$ cat config.mk
export PLATFORM = sky130hd
export DESIGN_NAME = keyentry_detector
export DESIGN_NICKNAME = d
export VERILOG_FILES = /design/src/rtl/keyentry_pkg.sv /design/src/rtl/keyentry_datapath.sv /design/src/rtl/keyentry_control.sv /design/src/rtl/keyentry_detector.sv
export SDC_FILE = /design/constraint.sdc
export NUM_CORES = 1
export LEC_CHECK = 0
export CAP_MARGIN = 0
export CORE_UTILIZATION = 64
export DETAILED_ROUTE_END_ITERATION = 8
export GPL_TIMING_DRIVEN = 0
export PLACE_DENSITY = 0.9
export SETUP_SLACK_MARGIN = 0.02
export SLEW_MARGIN = 30
export SYNTH_ARGS = -nofsm -noshare
export SYNTH_HDL_FRONTEND = slang
export SYNTH_SLANG_ARGS = --single-unit
$ cat constraint.sdc
create_clock -name clk -period 5.45 [get_ports clk]
set_clock_uncertainty 0.1 [all_clocks]
set_input_delay 0.545 -clock clk [delete_from_list [all_inputs] [get_ports clk]]
set_output_delay 0.545 -clock clk [all_outputs]
set_load 0.1 [all_outputs]
$ cat src/rtl/keyentry_pkg.sv
package keyentry_pkg;

  typedef enum logic [2:0] {
    ST_IDLE,    // waiting for enable high
    ST_ARMED,   // enable high, waiting for it to fall
    ST_SHIFT,   // collecting key bits
    ST_HOLD,    // key matched, waiting for enable high
    ST_GUARD,   // program mode, guard delay running
    ST_ACTIVE   // program mode, data valid
  } entryState_t;

  typedef struct packed {
    logic clearAll;  // discard key register and bit count
    logic shiftEn;   // allow serial edges to be collected
    logic guardRun;  // run the guard counter
  } dpStrobe_t;

endpackage

$ cat src/rtl/keyentry_datapath.sv
module keyentry_datapath
  import keyentry_pkg::*;
#(
  parameter int KEY_WIDTH    = 32,
  parameter logic [KEY_WIDTH-1:0] KEY_VALUE = 32'h4D434850,
  parameter int GUARD_CYCLES = 16
) (
  input  logic       clk,
  input  logic       rstN,
  input  logic       serClk,
  input  logic       serData,
  input  dpStrobe_t  strobe,
  output logic       bitsFull,
  output logic       keyMatch,
  output logic       guardDone
);

  localparam int CNT_W   = $clog2(KEY_WIDTH + 1);
  localparam int GUARD_W = (GUARD_CYCLES > 1) ? $clog2(GUARD_CYCLES + 1) : 1;

  logic                 sclkPrev;
  logic                 sclkRise;
  logic [KEY_WIDTH-1:0] keyReg;
  logic [CNT_W-1:0]     bitCnt;
  logic [GUARD_W-1:0]   guardCnt;

  // Rising-edge detect; reset high so a line already high is not an edge.
  always_ff @(posedge clk or negedge rstN) begin
    if (!rstN) sclkPrev <= 1'b1;
    else       sclkPrev <= serClk;
  end

  assign sclkRise = serClk && !sclkPrev;
  assign bitsFull = (bitCnt == CNT_W'(KEY_WIDTH));
  assign keyMatch = (keyReg == KEY_VALUE);

  // Key shift register and bit counter.
  always_ff @(posedge clk or negedge rstN) begin
    if (!rstN) begin
      keyReg <= '0;
      bitCnt <= '0;
    end else if (strobe.clearAll) begin
      keyReg <= '0;
      bitCnt <= '0;
    end else if (strobe.shiftEn && sclkRise && !bitsFull) begin
      keyReg <= {keyReg[KEY_WIDTH-2:0], serData};
      bitCnt <= bitCnt + 1'b1;
    end
  end

  // Guard delay counter.
  assign guardDone = (guardCnt == GUARD_W'(GUARD_CYCLES - 1));

  always_ff @(posedge clk or negedge rstN) begin
    if (!rstN)                 guardCnt <= '0;
    else if (!strobe.guardRun) guardCnt <= '0;
    else if (!guardDone)       guardCnt <= guardCnt + 1'b1;
  end

endmodule

$ cat src/rtl/keyentry_control.sv
module keyentry_control
  import keyentry_pkg::*;
(
  input  logic       clk,
  input  logic       rstN,
  input  logic       enableIn,
  input  logic       bitsFull,
  input  logic       keyMatch,
  input  logic       guardDone,
  output dpStrobe_t  strobe,
  output logic       progMode,
  output logic       ioHighZ,
  output logic       dataValid
);

  entryState_t state, stateNext;

  always_ff @(posedge clk or negedge rstN) begin
    if (!rstN) state <= ST_IDLE;
    else       state <= stateNext;
  end

  always_comb begin
    stateNext = state;
    unique case (state)
      ST_IDLE:   if (enableIn) stateNext = ST_ARMED;
      ST_ARMED:  if (!enableIn) stateNext = ST_SHIFT;
      ST_SHIFT: begin
        if (bitsFull)      stateNext = keyMatch ? ST_HOLD : ST_IDLE;
        else if (enableIn) stateNext = ST_IDLE;
      end
      ST_HOLD:   if (enableIn) stateNext = ST_GUARD;
      ST_GUARD: begin
        if (!enableIn)      stateNext = ST_IDLE;
        else if (guardDone) stateNext = ST_ACTIVE;
      end
      ST_ACTIVE: if (!enableIn) stateNext = ST_IDLE;
      default:   stateNext = ST_IDLE;
    endcase
  end

  always_comb begin
    strobe.clearAll = (state == ST_IDLE) || (state == ST_ARMED);
    strobe.shiftEn  = (state == ST_SHIFT);
    strobe.guardRun = (state == ST_GUARD);
  end

  assign progMode  = (state == ST_GUARD) || (state == ST_ACTIVE);
  assign ioHighZ   = progMode;
  assign dataValid = (state == ST_ACTIVE);

endmodule

$ cat src/rtl/keyentry_detector.sv
module keyentry_detector
  import keyentry_pkg::*;
#(
  parameter int KEY_WIDTH    = 32,
  parameter logic [KEY_WIDTH-1:0] KEY_VALUE = 32'h4D434850,
  parameter int GUARD_CYCLES = 16
) (
  input  logic clk,
  input  logic rstN,
  input  logic enableIn,
  input  logic serClk,
  input  logic serData,
  output logic progMode,
  output logic ioHighZ,
  output logic dataValid
);

  dpStrobe_t strobe;
  logic      bitsFull;
  logic      keyMatch;
  logic      guardDone;

  keyentry_control u_control (
    .clk       (clk),
    .rstN      (rstN),
    .enableIn  (enableIn),
    .bitsFull  (bitsFull),
    .keyMatch  (keyMatch),
    .guardDone (guardDone),
    .strobe    (strobe),
    .progMode  (progMode),
    .ioHighZ   (ioHighZ),
    .dataValid (dataValid)
  );

  keyentry_datapath #(
    .KEY_WIDTH    (KEY_WIDTH),
    .KEY_VALUE    (KEY_VALUE),
    .GUARD_CYCLES (GUARD_CYCLES)
  ) u_datapath (
    .clk       (clk),
    .rstN      (rstN),
    .serClk    (serClk),
    .serData   (serData),
    .strobe    (strobe),
    .bitsFull  (bitsFull),
    .keyMatch  (keyMatch),
    .guardDone (guardDone)
  );

endmodule

==> results.md <==
- Across the VDD grid, the largest voltage drop is around 0.00014 V.
- At the end of the flow, the number of nets in the layout was 219.
- sky130_fd_sc_hd__dfrtp_1 takes more of the synthesized area than any other cell.
- The die covers 0.00369 mm².
- After floorplanning, the core was divided into 20 placement rows.
- The count of boundary I/O pins is 8.
- Counting flops and latches in the post-synthesis netlist gives 47.
- The number of setup buffers added after CTS is 0.
- The post-synthesis net count is 204.
- The pre-antenna-repair detailed-routing pass consisted of 4 iterations.
- In this run the cell area measured after placement is about 0.0023 mm².
- The total overflow left after global routing is 0.
- The post-layout utilization of the core is 0.761.
- The floorplan step defined a core boundary enclosing 0.00315 mm².
- Setup violations remaining at the end of the flow were counted as 0.
- The H-tree was split into 2 levels.
- The unique cell type count in the Yosys netlist is just over 40.
- The die outline width is 60.8 µm.
- The detail route stage leaves a number of antenna-violating nets equal to 0.
- In the final routed layout, each cell accounts on average for 15.0 µm.
- The layout overhead on the synthesized area is 8.55%.
- The worst hold-check slack is roughly 14 ps.
- The length in cells of the worst reg-to-reg path is 8.
- The final period demand of the worst path is ~3100 ps.
- Of the cells placed in the final design, the portion with a size suffix greater than 1 is 0.0948.
- The starting density of the core is 0.701.
- In the detailed route, the total length drawn on met3 is about 90 µm.
- In the synthesized netlist the dominant register cell turns out to be sky130_fd_sc_hd__dfrtp_1.
- The number of standard cells after synthesis is ~200.
- The maximum number of pins on one net before global-route repair is 30.
- STA classifies the critical path endpoint as an output pin.
- Of the synthesized area, sequential elements account for 0.533.
- Detailed placement ended at an HPWL of roughly 2800 µm.
- Counting flops with a built-in enable in the synthesized netlist gives 0.
- After synthesis, the mean cell area works out to about 11 µm².
- Based on the critical path, the design can be clocked at up to 322 MHz.
- Clock tree synthesis inserted a total of 5 buffers.
- Summing over every cut layer, the via total after detailed routing is 1441.
- The final non-filler cell area is about 0.0024 mm².
- The global-route wire length before repair is 6330 µm.
- Ranked by total cell area, the synthesized netlist is headed by sky130_fd_sc_hd__dfrtp_1 52%, sky130_fd_sc_hd__mux2i_1 15%, sky130_fd_sc_hd__nor2_1 7.6%, sky130_fd_sc_hd__ha_1 2.3%, sky130_fd_sc_hd__xnor2_1 2.0%.
- The total global routing track utilization is 0.241.
- The mapped cell area is 0.00221 mm².
- The relative max-transition margin is 0.357.
- The leakage power of the design is 1.28 nW.
- Setup repair after global routing left no endpoint under its margin.
- Counting instances in the post-synthesis netlist gives the leading cell types as 46 x sky130_fd_sc_hd__dfrtp_1, 45 x sky130_fd_sc_hd__nor2_1, 34 x sky130_fd_sc_hd__mux2i_1.
- The worst setup path startpoint is u_control.state[2].
- Gates resized during post-CTS repair numbered 0.
- The number of remaining DRC errors is 0.
- The clock sink count is between 40 and 50.
- In the final routing, the length of wire on met1 measures 1650 µm.
- The actual slew at the worst max-slew pin is a little under 1000 ps.
- The routed wire length is 3820 µm.
- The clock insertion delay at the later pin of the skew report is about 350 ps.
- The total negative slack for setup checks is 0 ps.
- The routed length on met2 is 2000 µm.
- The worst setup path is launched from a flip-flop.
- Max-cap violations in this run came to 0.
- In this run the critical register-to-register path is captured at u_datapath.keyReg[29].
- TritonCTS built the clock tree.
- The antenna diode count is 0.
- The area share of the leading cell type in the synthesized netlist is 0.521.
- The number of fill cells is between 200 and 250.
- The initial antenna violation count is 0.
- STA puts the critical path data arrival time at 2460 ps.
- The class of the worst hold path is primary input to async pin.
- The proportion of synthesized flip-flops having asynchronous set or reset is 1.00.
- The final number of hold-violating endpoints is 0.
- The highest metal layer with signal wires is met4.
- The register-to-register setup slack is ~3500 ps.
- The count of pins over their slew limit is 0.
- The post-cts hold buffer count is 0.
- Clock tree synthesis selected as its root buffer the cell sky130_fd_sc_hd__clkbuf_4.
- The source of the worst register-to-register timing path is u_datapath.bitCnt[0].
- The run finished with clean final reports.
- The worst endpoint required time is 4810 ps.
- From bottom edge to top edge, the die measures about 61 µm.
- The maximum root-to-sink buffer count is 2.
- The clock-pin slew on the worst setup and hold paths is 120 ps.
- Buffers placed on the I/O ports in this run total 7.
- The setup path with the least slack is of type flip-flop to output pin.
- The most common cell in the synthesized netlist is sky130_fd_sc_hd__dfrtp_1.
- The placer congestion estimate is 0.797.
- The final clock period utilization by the worst path is 0.571.
- The per-cell via count in the routed design is ~5.7.
- The Yosys step of the flow raised 0 warnings.
- The top fanout value on the critical path is 9.
- The first routing iteration left 53 violations.
- The power per standard cell area is 267 mW/mm².
- The number of global-route vias before repair is 1449.
## cell type report
| cell class | instances | area [µm²] | area share |
|---|---|---|---|
| flip-flops and latches | 47 | 1180 | 0.491 |
| multi-input cells | 132 | 937 | 0.391 |
| repair buffers | 8 | 85.1 | 0.0355 |
| plain buffers | 11 | 76.3 | 0.0318 |
| well taps | 44 | 55.1 | 0.0230 |
| clock buffers | 8 | 48.8 | 0.0203 |
| inverters | 5 | 18.8 | 0.00782 |
## routing by layer
layer  up-vias  track usage
met5         -            0
met4         0        0.133
met3         7       0.0426
met2        23        0.413
met1       720        0.288
li1        691            -
## logic make-up after synthesis
group,after synthesis,share of synthesized area
AO/OA/AOI/OAI,8,0.0249
XOR/XNOR,7,0.0277
adder cells (fa/ha/maj),4,0.0227
buffers and inverters,16,0.0430
flip-flops,47,0.533
multiplexers,35,0.159
AND/OR/NAND/NOR,78,0.190
## worst max-delay path by stage
stage | endpoint | cells after the start
final | dataValid | 4
after global routing | dataValid | 4
after CTS | dataValid | 4
after detailed placement | dataValid | 4
after global placement | u_datapath.keyReg[8] | 1
after floorplan | dataValid | 3
## power breakdown
group | switching [mW] | internal [mW]
Sequential | 0.00736 | 0.356
Clock | 0.0988 | 0.0515
Combinational | 0.0863 | 0.0406
Total | 0.192 | 0.448
## sequential cells by signal (all words and copies together) (netlist names)
signal               count
u_control.state          3
u_datapath.bitCnt        6
u_datapath.guardCnt      5
u_datapath.keyReg       32
u_datapath.sclkPrev      1
## cells in the final DEF, fill, tap and decap left out, types with 2 or more instances in the layout
cell type,n
sky130_fd_sc_hd__buf_4,3
sky130_fd_sc_hd__xor2_1,2
sky130_fd_sc_hd__ha_1,4
sky130_fd_sc_hd__o31ai_1,2
sky130_fd_sc_hd__clkbuf_4,5
sky130_fd_sc_hd__xnor2_1,5
sky130_fd_sc_hd__nand4_1,2
sky130_fd_sc_hd__mux2i_1,34
sky130_fd_sc_hd__nor2_1,45
sky130_fd_sc_hd__inv_1,5
sky130_fd_sc_hd__nor2b_1,3
sky130_fd_sc_hd__buf_6,3
sky130_fd_sc_hd__nor3_1,2
sky130_fd_sc_hd__a21oi_1,3
sky130_fd_sc_hd__nor4b_1,4
sky130_fd_sc_hd__dfrtp_1,46
sky130_fd_sc_hd__clkdlybuf4s50_1,6
sky130_fd_sc_hd__nand2_1,4
sky130_fd_sc_hd__buf_2,2
sky130_fd_sc_hd__clkbuf_1,7
## through the flow
step	cells	setup WS (ps)	power [mW]
after floorplan	195	1930	0.462
after global placement	246	2610	0.490
after detailed placement	247	2730	0.498
after CTS	255	2320	0.649
after global routing	255	2200	0.673
final	255	2340	0.641
## worst max-delay path: stages (launching register included)
cell and delay, ps:
sky130_fd_sc_hd__dfrtp_1 340, sky130_fd_sc_hd__buf_2 190, sky130_fd_sc_hd__nor2b_1 290, sky130_fd_sc_hd__and2_1 170, sky130_fd_sc_hd__clkdlybuf4s50_1 1120
Power figures use the tool's default switching activity.
